[src/rtl/fdiv_pkg.sv]
package fdiv_pkg;
  typedef enum logic [1:0] {
    FD_OFF     = 2'b00,
    FD_RELOAD  = 2'b01,
    FD_ADDER   = 2'b10,
    FD_OFF_ALT = 2'b11
  } fd_mode_e;
endpackage

[src/rtl/fdiv_ctrl.sv]
module fdiv_ctrl
  import fdiv_pkg::*;
(
  input  logic       clk_i,
  input  logic       rst_ni,
  input  logic [1:0] mode_i,
  output logic       reload_en_o,
  output logic       adder_en_o,
  output logic       reload_entry_o
);
  logic was_reload_q;

  assign reload_en_o    = (fd_mode_e'(mode_i) == FD_RELOAD);
  assign adder_en_o     = (fd_mode_e'(mode_i) == FD_ADDER);
  assign reload_entry_o = reload_en_o && !was_reload_q;

  always_ff @(posedge clk_i or negedge rst_ni) begin
    if (!rst_ni) was_reload_q <= 1'b0;
    else         was_reload_q <= reload_en_o;
  end
endmodule

[src/rtl/fdiv_accum.sv]
module fdiv_accum #(
  parameter int WIDTH = 10
) (
  input  logic             clk_i,
  input  logic             rst_ni,
  input  logic [WIDTH-1:0] step_i,
  input  logic             reload_en_i,
  input  logic             adder_en_i,
  input  logic             reload_entry_i,
  output logic [WIDTH-1:0] result_o,
  output logic             pulse_o
);
  localparam logic [WIDTH-1:0] TOP = {WIDTH{1'b1}};

  logic [WIDTH-1:0] result_q, result_d, addend;
  logic [WIDTH:0]   sum;
  logic             pulse_q, pulse_d;

  assign addend = adder_en_i ? step_i : WIDTH'(1);
  assign sum    = {1'b0, result_q} + {1'b0, addend};

  always_comb begin
    result_d = result_q;
    pulse_d  = 1'b0;
    if (reload_entry_i) begin
      result_d = step_i;
    end else if (reload_en_i) begin
      if (result_q == TOP) begin
        result_d = step_i;
        pulse_d  = 1'b1;
      end else begin
        result_d = sum[WIDTH-1:0];
      end
    end else if (adder_en_i) begin
      result_d = sum[WIDTH-1:0];
      pulse_d  = sum[WIDTH];
    end
  end

  always_ff @(posedge clk_i or negedge rst_ni) begin
    if (!rst_ni) begin
      result_q <= '0;
      pulse_q  <= 1'b0;
    end else begin
      result_q <= result_d;
      pulse_q  <= pulse_d;
    end
  end

  assign result_o = result_q;
  assign pulse_o  = pulse_q;
endmodule

[src/rtl/fractional_clk_div.sv]
module fractional_clk_div #(
  parameter int WIDTH = 10
) (
  input  logic             clk_i,
  input  logic             rst_ni,
  input  logic [1:0]       mode_i,
  input  logic [WIDTH-1:0] step_i,
  output logic             pulse_o,
  output logic [WIDTH-1:0] result_o
);
  logic reload_en, adder_en, reload_entry;

  fdiv_ctrl u_ctrl (
    .clk_i          (clk_i),
    .rst_ni         (rst_ni),
    .mode_i         (mode_i),
    .reload_en_o    (reload_en),
    .adder_en_o     (adder_en),
    .reload_entry_o (reload_entry)
  );

  fdiv_accum #(.WIDTH(WIDTH)) u_accum (
    .clk_i          (clk_i),
    .rst_ni         (rst_ni),
    .step_i         (step_i),
    .reload_en_i    (reload_en),
    .adder_en_i     (adder_en),
    .reload_entry_i (reload_entry),
    .result_o       (result_o),
    .pulse_o        (pulse_o)
  );
endmodule

[config.mk]
export PLATFORM = sky130hd
export DESIGN_NAME = fractional_clk_div
export DESIGN_NICKNAME = d
export VERILOG_FILES = /design/src/rtl/fdiv_pkg.sv /design/src/rtl/fdiv_ctrl.sv /design/src/rtl/fdiv_accum.sv /design/src/rtl/fractional_clk_div.sv
export SDC_FILE = /design/constraint.sdc
export NUM_CORES = 1
export LEC_CHECK = 0
export CAP_MARGIN = 20
export CORE_MARGIN = 1.5
export CORE_UTILIZATION = 54
export CTS_BUF_LIST = sky130_fd_sc_hd__clkbuf_4 sky130_fd_sc_hd__clkbuf_8 sky130_fd_sc_hd__clkbuf_16
export CTS_CLUSTER_SIZE = 12
export DETAILED_ROUTE_END_ITERATION = 16
export PLACE_DENSITY = 0.82
export SETUP_SLACK_MARGIN = 0.4
export SLEW_MARGIN = 20
export SYNTH_ARGS = -nofsm -noshare
export SYNTH_HDL_FRONTEND = slang
export SYNTH_SLANG_ARGS = --single-unit
[constraint.sdc]
create_clock -name clk_i -period 6.2 [get_ports clk_i]
set_input_delay 1.55 -clock clk_i [delete_from_list [all_inputs] [get_ports clk_i]]
set_output_delay 1.55 -clock clk_i [all_outputs]
set_load 0.01 [all_outputs]
Yosys cells after proc, flatten, opt, wreduce, memory -nomap -nowiden
Index checks and enable logic that the tools add are counted.
{"block": "word_totals", "ff_bits": 12, "in_bits": 14, "elab_cells": 19}
{"block": "classes", "addsub": 1, "n_eq_ne": 3, "n_mux": 9, "reduce_logical": 3}
{"operator": "$mux 10", "count": 5}
{"operator": "$add 10x10->11", "count": 1}
{"operator": "$eq 10x10->1 const B", "count": 1}
{"operator": "$mux 1", "count": 4}
{"operator": "$reduce_bool 3->1", "count": 1}
{"operator": "$eq 2x1->1 const B", "count": 1}
{"operator": "$eq 2x2->1 const B", "count": 1}
{"operator": "$logic_and 1x1->1", "count": 1}
{"operator": "$logic_not 1->1", "count": 1}

Longest topological paths before layout
Gate-level depths: netlist of the first run.
{"block": "depth", "depth_word": 6, "ltp_mapped": 10, "ltp_nobuf": 10}

Cells and area by module
Synthesis of the first run repeated with hierarchy kept, for this count alone.
{"block": "hier_totals", "cells_unflattened": 113, "area_unflattened_um2": 1011.0}
{"module": "fdiv_accum", "n_inst": 1, "cells_per_inst": 109, "area_per_inst_um2": 958.4}
{"module": "fdiv_ctrl", "n_inst": 1, "cells_per_inst": 4, "area_per_inst_um2": 52.6}

Worst setup path after synthesis of the first run
No wires, ideal clock.
{"block": "synth_path", "path_type": "input to register", "startpoint": "input mode_i[0]", "endpoint": "register u_accum.result_q[6], in the netlist u_accum.result_o[6]", "setup_time_ns": 0.127, "arrival_time_ns": 3.348, "setup_slack_ns": 2.725, "path_stages": 10, "cell_sequence": "inv_1 > ha_1 > clkbuf_1 > and2_1 > fa_1 > a211oi_1 > o21bai_1 > a21oi_1 > mux2i_1 > nand3_1"}
{"block": "synth_via", "elab_chain_len": 6, "elab_cells_between_ends": 10, "cone_classes": "1 x add/sub; 2 x eq/ne; 5 x mux; 2 x reduce/logical"}
{"element": "from (decl)", "line": "fractional_clk_div.sv:6", "source": "input logic [1:0] mode_i,"}
{"element": "$eq 2x2->1", "line": "fdiv_ctrl.sv:14", "source": "assign adder_en_o = (fd_mode_e'(mode_i) == FD_ADDER);"}
{"element": "$mux 10", "line": "fdiv_accum.sv:19", "source": "assign addend = adder_en_i ? step_i : WIDTH'(1);"}
{"element": "$add 10x10->11", "line": "fdiv_accum.sv:20", "source": "assign sum = {1'b0, result_q} + {1'b0, addend};"}
{"element": "$mux 10 (on tied branches)", "line": "fdiv_accum.sv:34, fdiv_accum.sv:28"}
{"element": "$mux 10", "line": "fdiv_accum.sv:27", "source": "end else if (reload_en_i) begin"}
{"element": "$mux 10", "line": "fdiv_accum.sv:25", "source": "if (reload_entry_i) begin"}
{"element": "to (signal assigned)", "line": "fdiv_accum.sv:45", "source": "result_q <= result_d;"}
{"element": "to (decl)", "line": "fdiv_accum.sv:15", "source": "logic [WIDTH-1:0] result_q, result_d, addend;"}
Parallel ways exist; a longest one is shown, timed or not. The select of a mux whose other input is x is not followed.
A chain may end at the register's enable or synchronous reset.

Final worst setup path of the first run
{"block": "layout_path", "startpoint": "input mode_i[1]", "endpoint": "register u_accum.pulse_q, in the netlist u_accum.pulse_o"}
{"block": "layout_via", "elab_chain_len": 6, "elab_cells_between_ends": 8, "cone_classes": "1 x add/sub; 2 x eq/ne; 4 x mux; 1 x reduce/logical"}
{"element": "$eq 2x2->1", "line": "fdiv_ctrl.sv:14"}
{"element": "$mux 10", "line": "fdiv_accum.sv:19"}
{"element": "$add 10x10->11", "line": "fdiv_accum.sv:20"}
{"element": "$mux 1", "line": "fdiv_accum.sv:34", "source": "end else if (adder_en_i) begin"}
{"element": "$mux 1", "line": "fdiv_accum.sv:27"}
{"element": "$mux 1 (*)", "line": "fdiv_accum.sv:25"}
{"element": "via u_accum.pulse_d", "line": "fdiv_accum.sv:17", "source": "logic pulse_q, pulse_d;"}
{"element": "to (signal assigned)", "line": "fdiv_accum.sv:46", "source": "pulse_q <= pulse_d;"}
{"element": "to (decl)", "line": "fdiv_accum.sv:17"}
The timed path passes the listed nets; every way through them passes the cells marked *.

==> impl_results.md, run 1 <==
- DIE WIDTH: 49.0 um
- PortBufs: 24
- Layout cells sized above 1: approximately 7.0%
- Leak: 0.656 nW
- Critical Path Source Type: input pin
- DR vias: 1081
- Compound-cell area share of the yosys netlist: 23.9%
- Sequential share of the synthesized area: a little over a quarter
- Synth area leader: dfrtp_1
- FF-to-FF End: u_accum.pulse_o$_DFF_PN0_
- Status: completed
- Longest Clk Path Bufs: 2
- Initial antenna violation count: 0
- Multi-input gate area: 803 um2
- Sw Pwr: 0.000209 W
- Core area: 0.00198 mm2
- Final TNS setup: 0 ns
- Pre-Repair DR Iteration Count: 4
- Fin crit share: 63.5%
- Worst path arrival time: 4.09 ns
- Internal: around 0.00028 W
- M1 GR Usage: a little under two fifths
- All-Layer GR Usage: 25.2%
- PnR worst setup slack: 2.26 ns
- TritonCTS clock tree: yes
- Area contributors post-synth: dfrtp_1 (26%), ha_1 (13%), a21oi_1 (6.1%)
- M2 GR Usage: 36.3%
- Final wirelength: 2770 um
- Worst-Skew Late Latency: 0.27 ns
- Pins Over Slew Limit: 0
- Vias in the first global route: about 980
- Placer Congestion: 0.954
- Initial core utilization: 57.6%
- Syn Nets: 160
- Synthesis-to-finish area growth: 25.1%
- # fillers: between 100 and 150
- Iter 0 DRT Violations: 38
- R2r worst-path depth: 7
- Crit path max fanout: 11
- Synth Warn #: 0
- Top cell type's share of synthesized area: roughly a quarter
- Fin. Hold Viols: 0
- Tightest Pin Transition: 0.698 ns
- FF+latch area: 300 um2
- Synth Area in XOR/XNOR: around 3%
- Post-synthesis simple-gate area fraction: 25.0%
- Max VDD drop: 0.000232 V
- # Post-CTS Setup Buffers: 0
- Io pins: 25
- Slew margin rel.: 53.5%
- Vias per std cell: 5.88
- N_diodes: 0
- Adder-Cell Fraction of Synth Area: 14.9%
- # nets final: between 150 and 200
- Hold Path Class: flop to flop
- Critical path destination: u_accum.pulse_o$_DFF_PN0_
- Pwr Density: roughly 350 mW/mm2
- Unrepaired setup endpoints after global routing: no
- RR Startpoint: u_accum.result_o[0]$_DFFE_PN0P_
- Sw Ratio: 42.3%
- Global routing usage on met3: 4.91%
- DIE HEIGHT: 49.0 um
- Netlist Area Pre-Place: 0.00114 mm2
- Crit Path Category: input pin to flop
- Setup slack at placement: 2.02 ns
- Crit path required time: ~6.4 ns
- Largest net degree at the start of global routing: 24
- Post-cts sizing count: 0
- Gate power share: 57.3%
- Row cnt: 16
- Remaining antenna violation count: 0
- Hold buffers post-CTS: 0
- Cells after Synth: 133
- Sequential power share: 29.5%
- Hold_sp: u_accum.result_o[9]$_DFFE_PN0P_
- CP endpoint kind: flop
- # setup viols final: 0
- Crit path launch: mode_i[1]
- Clock Power Share: between 10% and 20%
- Final instance area: 0.00143 mm2
- First-pass GRT wire length: about 4700 um
- CTS buffer count: 3
- H-tree depth: 1
- Mux share of post-synthesis cell area: under 10%
- Skew final: 0.00270 ns
- Yosys cell types: 37
- Largest family of logic cells by synthesized area: simple AND/OR/NAND/NOR gates
- Clk slew on worst S/H paths: 0.08 ns
- Gr ovfl total: 0
- Clock root buffer: clkbuf_4
- Clock Sinks: 12
- Max-capacitance violation count: 0
- Die area: about 0.0024 mm2
- Busiest layer in global routing: met1
- HPWL after DPL: 2160 um
- DRC viols: 0
- FF-to-FF setup slack: between 4 and 5 ns
- #FFs+latches synth: 12
- Final Critical Period: 3.94 ns
- Routed len/inst: 15.0 um
- Tot Pwr: roughly 0.00049 W
- Avg Cell Area, Syn: 8.59 um2
- Fmax: roughly 250 MHz
- Placed inst area: 0.00139 mm2
worst min path at each step:
stage,endpoint,slack [ns],cells after the start
after CTS,u_accum.result_o[9]$_DFFE_PN0P_,0.58,2
after detailed placement,u_accum.result_o[9]$_DFFE_PN0P_,0.56,2
after global placement,u_accum.result_o[8]$_DFFE_PN0P_,0.55,2
after floorplan,u_accum.result_o[6]$_DFFE_PN0P_,0.56,2
after global routing,u_accum.result_o[3]$_DFFE_PN0P_,0.61,2
final,u_accum.result_o[9]$_DFFE_PN0P_,0.58,2
through the flow:
stage          cells  util (%)  hold slack (ns)
2_1_floorplan    133         -            0.558
3_3_place_gp     180      70.3            0.546
3_5_place_dp     180      70.3            0.559
4_1_cts          184      72.1            0.578
5_1_grt          184      72.1            0.609
6_report         184      72.1            0.575
state kept, by name, summed over array words and instances (netlist names):
name / cells
u_accum.result_o: 10
u_ctrl.was_reload_q: 1
u_accum.pulse_o: 1
cells in the mapped netlist:
master and n:
a21oi_1 14, dfrtp_1 12, ha_1 12, nand2_1 10
o21ai_0 10, and2_1 9, nor2_1 6, a21o_1 4
inv_1 4, mux2i_1 4, nor3_1 4, o21ai_1 4
a211oi_1 3, and3b_2 3, nand3_1 3, nand4_1 3
a211o_1 2, clkbuf_1 2, nand4_2 2, nor4_1 2
o21bai_1 2, xnor2_1 2, xor2_1 2, a2bb2oi_1 1
and3_1 1, buf_2 1, buf_6 1, fa_1 1
nand2b_1 1, nand3b_1 1, nor2b_1 1, nor3b_1 1
o211a_1 1, o211ai_1 1, o31ai_4 1, or2_2 1
or2b_1 1
per-layer routing:
layer / share of wire (%) / wire length [um]
met1: 49 / 1360
met2: 46 / 1260
met3: 4.2 / 117
met4: 0.90 / 25
met5: 0 / 0
layout by cell type, fill, tap and decap left out, drive strengths merged:
| cell | netlist | final |
|---|---|---|
| o31ai | 1 | 1 |
| nand2b | 1 | 1 |
| a21oi | 14 | 14 |
| a2bb2oi | 1 | 1 |
| o21ai | 14 | 14 |
| a211oi | 3 | 3 |
| or2b | 1 | 1 |
| clkdlybuf4s50 | 0 | 24 |
| o211a | 1 | 1 |
| nor4 | 2 | 2 |
| nor3 | 4 | 4 |
| o21bai | 2 | 2 |
| clkbuf | 2 | 4 |
| nor2b | 1 | 1 |
| nor2 | 6 | 6 |
| fa | 1 | 1 |
| a21o | 4 | 4 |
| nor3b | 1 | 1 |
| ha | 12 | 12 |
| nand3 | 3 | 3 |
| o211ai | 1 | 1 |
| xnor2 | 2 | 2 |
| inv | 4 | 4 |
| nand4 | 5 | 5 |
| a211o | 2 | 2 |
| dfrtp | 12 | 12 |
| nand2 | 10 | 10 |
| and3b | 3 | 3 |
| xor2 | 2 | 2 |
| and3 | 1 | 1 |
| and2 | 9 | 9 |
| nand3b | 1 | 1 |
| or2 | 1 | 1 |
| mux2i | 4 | 4 |
power groups by stage:
stage	sequential, W	clock [W]	combinational, W
global route	0.000150	0.0000716	0.000312
CTS	0.000145	0.0000651	0.000281
global placement	0.000146	0	0.000271
finish	0.000146	0.0000648	0.000283
floorplan	0.000153	0	0.000163
detailed placement	0.000147	0	0.000279
critical path, cell delays in order:
cell	delay, ns
clkdlybuf4s50_1	0.48
ha_1	0.35
nand2b_1	0.12
ha_1	0.24
fa_1	0.43
a211oi_1	0.31
nor2_1	0.13
o211a_1	0.24
nor3_1	0.13
o21ai_0	0.12
kinds of logic (layout without fill, tap and decap cells):
| family | after synthesis | after routing |
|---|---|---|
| adders and majority gates | 13 | 13 |
| muxes | 4 | 4 |
| AOI/OAI and AO/OA | 43 | 43 |
| DFF | 12 | 12 |
| buffers and inverters | 8 | 32 |
| xor gates and xnor gates | 4 | 4 |
| and+or+nand+nor | 49 | 49 |
final cells by class:
type / count / area share, %
inverters: 4 / 1.05
clock buffers: 4 / 2.54
multi-input cells: 113 / 56.2
flip-flops and latches: 12 / 21.0
well taps: 27 / 2.36
repair buffers: 24 / 16.8
Power figures use the tool's default switching activity.
==> inputs of run 2 (changes only) <==
Settings changed: CORE_UTILIZATION 54 to 50, PLACE_DENSITY 0.82 to 0.77.
Clock period 6.2 ns to 3.9 ns, I/O delays scaled along.
==> run 2 against run 1 <==
  * Die area up 7.5%
  * Clock skew up 0.0034 ns
  * Setup slack worse by 1.7 ns
  * Sequential share of layout area up 0.074 points
  * Clock power up 19%
  * Power up 55%
  * Flip-flop and latch count unchanged
  * Global-route usage down 0.20 points
  * Cell area down 0.35%
  * Combinational power up 60%
  * Sequential power up 60%
  * Highest routed layer unchanged
==> impl_results.md, run 2 (synthesis gave the netlist of run 1 again) <==
- Pins Over Slew Limit: 0 (unchanged)
- R2r worst-path depth: 7 (unchanged)
- Worst-path cell chain: clkdlybuf4s50_1, inv_1, ha_2, nand2b_1, ha_1, fa_1, a211oi_2, o21bai_1, a21oi_1, mux2i_1, nand3_1 (was clkdlybuf4s50_1, ha_1, nand2b_1, ha_1, fa_1, a211oi_1, nor2_1, o211a_1, nor3_1, o21ai_0)
- CTS buffer count: 3 (unchanged)
- Die area: 0.00258 mm2 (was 0.00240 mm2)
- Post-cts sizing count: 0 (unchanged)
- Slowest-stage cell, CP: fa_1 (was clkdlybuf4s50_1)
- Core area: 0.00219 mm2 (was 0.00198 mm2)
- Synthesis-to-finish area growth: 24.6% (was 25.1%)
- H-tree depth: 1 (unchanged)
- Critical Path Source Type: input pin (unchanged)
- FF-to-FF setup slack: 1.70 ns (was 4.02 ns)
- Final Critical Period: 3.29 ns
- Routed len/inst: 15.9 um (was 15.0 um)
- Hold_sp: u_accum.result_o[8]$_DFFE_PN0P_ (was u_accum.result_o[9]$_DFFE_PN0P_)
- Max-capacitance violation count: 0 (unchanged)
- Status: completed (unchanged)
- Layout cells sized above 1: 7.69% (was 7.01%)
- Slew margin rel.: 50.2% (was 53.5%)
- FF+latch area: 300 um2 (unchanged)
- Clock Sinks: 12 (unchanged)
- Initial core utilization: 52.1% (was 57.6%)
- First-pass GRT wire length: 4880 um (was 4650 um)
- Worst Hold Path EP: u_accum.result_o[8]$_DFFE_PN0P_ (was u_accum.result_o[9]$_DFFE_PN0P_)
- Fmax: 304 MHz
- Largest net degree at the start of global routing: 24 (unchanged)
- Multi-input gate area: 811 um2 (was 803 um2)
- Sw Pwr: 0.000333 W (was 0.000209 W)
- Remaining antenna violation count: 0 (unchanged)
- CP endpoint kind: flop (unchanged)
- DIE HEIGHT: 50.8 um (was 49.0 um)
- Vias in the first global route: 1061 (was 978)
- Final TNS setup: 0 ns (unchanged)
- Skew final: 0.00613 ns (was 0.00270 ns)
- RR Startpoint: u_accum.result_o[0]$_DFFE_PN0P_ (unchanged)
- Io pins: 25 (unchanged)
- Fin. Hold Viols: 0 (unchanged)
- Gate power share: 59.3% (was 57.3%)
- Critical Path Max Stage Delay: 0.44 ns (was 0.48 ns)
- All-Layer GR Usage: 25.0% (was 25.2%)
- Crit Path Category: input pin to flop (unchanged)
- Tot Pwr: 0.000766 W (was 0.000493 W)
- Final wirelength: 2930 um (was 2770 um)
- Vias per std cell: 5.91 (was 5.88)
- Pwr Density: 538 mW/mm2 (was 345 mW/mm2)
- Hold path cells: 2 (unchanged)
- DIE WIDTH: 50.8 um (was 49.0 um)
- Worst-Skew Late Latency: 0.27 ns (about the same)
- Gr ovfl total: 0 (unchanged)
- Crit path max fanout: 11 (unchanged)
- Hold Path Class: flop to flop (unchanged)
- Clk slew on worst S/H paths: 0.07 ns (was 0.08 ns)
- Worst path arrival time: 3.44 ns (was 4.09 ns)
- Clock root buffer: clkbuf_4 (unchanged)
- # Post-CTS Setup Buffers: 0 (unchanged)
- Tightest Pin Transition: 0.746 ns (was 0.698 ns)
- Iter 0 DRT Violations: 23 (was 38)
- HPWL after DPL: 2230 um (was 2160 um)
- Unrepaired setup endpoints after global routing: no (unchanged)
- Max VDD drop: 0.000281 V (was 0.000232 V)
- Initial antenna violation count: 0 (unchanged)
- Setup slack at placement: 0.222 ns (was 2.02 ns)
- Placer Congestion: 0.931 (was 0.954)
- Leading cell type in the layout, fill and taps excluded: clkdlybuf4s50_1 (unchanged)
- Clock Power Share: 10.1% (was 13.1%)
- TritonCTS clock tree: yes (unchanged)
- Pre-Repair DR Iteration Count: 4 (unchanged)
- Longest Clk Path Bufs: 2 (unchanged)
- DRC viols: 0 (unchanged)
- PortBufs: 24 (unchanged)
- Crit path required time: 4.05 ns (was 6.35 ns)
- Sequential power share: 30.6% (was 29.5%)
- Hold buffers post-CTS: 0 (unchanged)
- PnR worst setup slack: 0.611 ns (was 2.26 ns)
- N_diodes: 0 (unchanged)
- DR vias: 1088 (was 1081)
- Row cnt: 17 (was 16)
- Most frequent cells in the layout: clkdlybuf4s50_1 (24), a21oi_1 (14), dfrtp_1 (12) (was clkdlybuf4s50_1 (24), a21oi_1 (14), ha_1 (12), dfrtp_1 (12))
- # fillers: 177 (was 144)
- Utilization after layout: 65.0% (was 72.1%)
- # setup viols final: 0 (unchanged)
- # nets final: 185 (unchanged)
- Internal: 0.000433 W (was 0.000285 W)
- Largest register FFs: 10 (unchanged)
- Fin crit share: between 80% and 90%
- Sw Ratio: 43.4% (was 42.3%)
- FF-to-FF End: u_accum.result_o[6]$_DFFE_PN0P_ (was u_accum.pulse_o$_DFF_PN0_)
- Leak: 0.649 nW (was 0.656 nW)
## run 2: cell count changes in the layout (fill, tap and decap cells not counted)
cell      before  now
a211oi_2       0    1
clkbuf_8       1    0
ha_2           0    1
ha_1          12   11
a211oi_1       3    2
## run 2: worst max-delay path: cells and delay by family
family                     cells  cell delay, ns
adders and majority gates      3            0.95
AOI/OAI and AO/OA              3            0.56
buffers and inverters          2            0.50
muxes                          1            0.27
and+or+nand+nor                2            0.18
## run 2: cell type report
class	instances	area share, %
clock buffers	3	1.58
inverters	4	1.05
multi-input cells	113	56.9
flip-flops and latches	12	21.1
well taps	28	2.46
repair buffers	24	16.9
## run 2: worst max path at each step
| stage | depth (start not counted) | endpoint | from | slack (ns) |
|---|---|---|---|---|
| 6_report | 11 | u_accum.result_o[6]$_DFFE_PN0P_ | mode_i[0] | 0.61 |
| 5_1_grt | 11 | u_accum.result_o[6]$_DFFE_PN0P_ | mode_i[0] | 0.45 |
| 4_1_cts | 11 | u_accum.result_o[6]$_DFFE_PN0P_ | mode_i[0] | 0.49 |
| 3_5_place_dp | 11 | u_accum.result_o[6]$_DFFE_PN0P_ | mode_i[0] | 0.22 |
| 3_3_place_gp | 11 | u_accum.result_o[6]$_DFFE_PN0P_ | mode_i[0] | 0.32 |
| 2_1_floorplan | 10 | u_accum.result_o[6]$_DFFE_PN0P_ | mode_i[0] | 1.00 |
## run 2: power groups by stage
stage	clock [W]	combinational, W	sequential (W)
floorplan	0	0.000260	0.000242
global placement	0	0.000432	0.000234
detailed placement	0	0.000443	0.000235
CTS	0.0000813	0.000446	0.000233
global route	0.0000842	0.000497	0.000242
finish	0.0000770	0.000454	0.000234
## run 2: stage by stage
stage | area (um2) | hold WS, ns | std cells
global placement | 1390 | 0.549 | 181
CTS | 1420 | 0.570 | 184
global route | 1420 | 0.610 | 184
finish | 1420 | 0.577 | 184
floorplan | 1140 | 0.558 | 133
detailed placement | 1390 | 0.552 | 181
## run 2: per-layer routing
| layer | vias up | wire length [um] | GRT usage [%] |
|---|---|---|---|
| met2 | 28 | 1360 | 41.7 |
| met3 | 4 | 103 | 1.79 |
| met5 | - | 0 | 0 |
| met1 | 518 | 1430 | 35.1 |
| met4 | 0 | 29 | 6.31 |
| li1 | 538 | - | - |
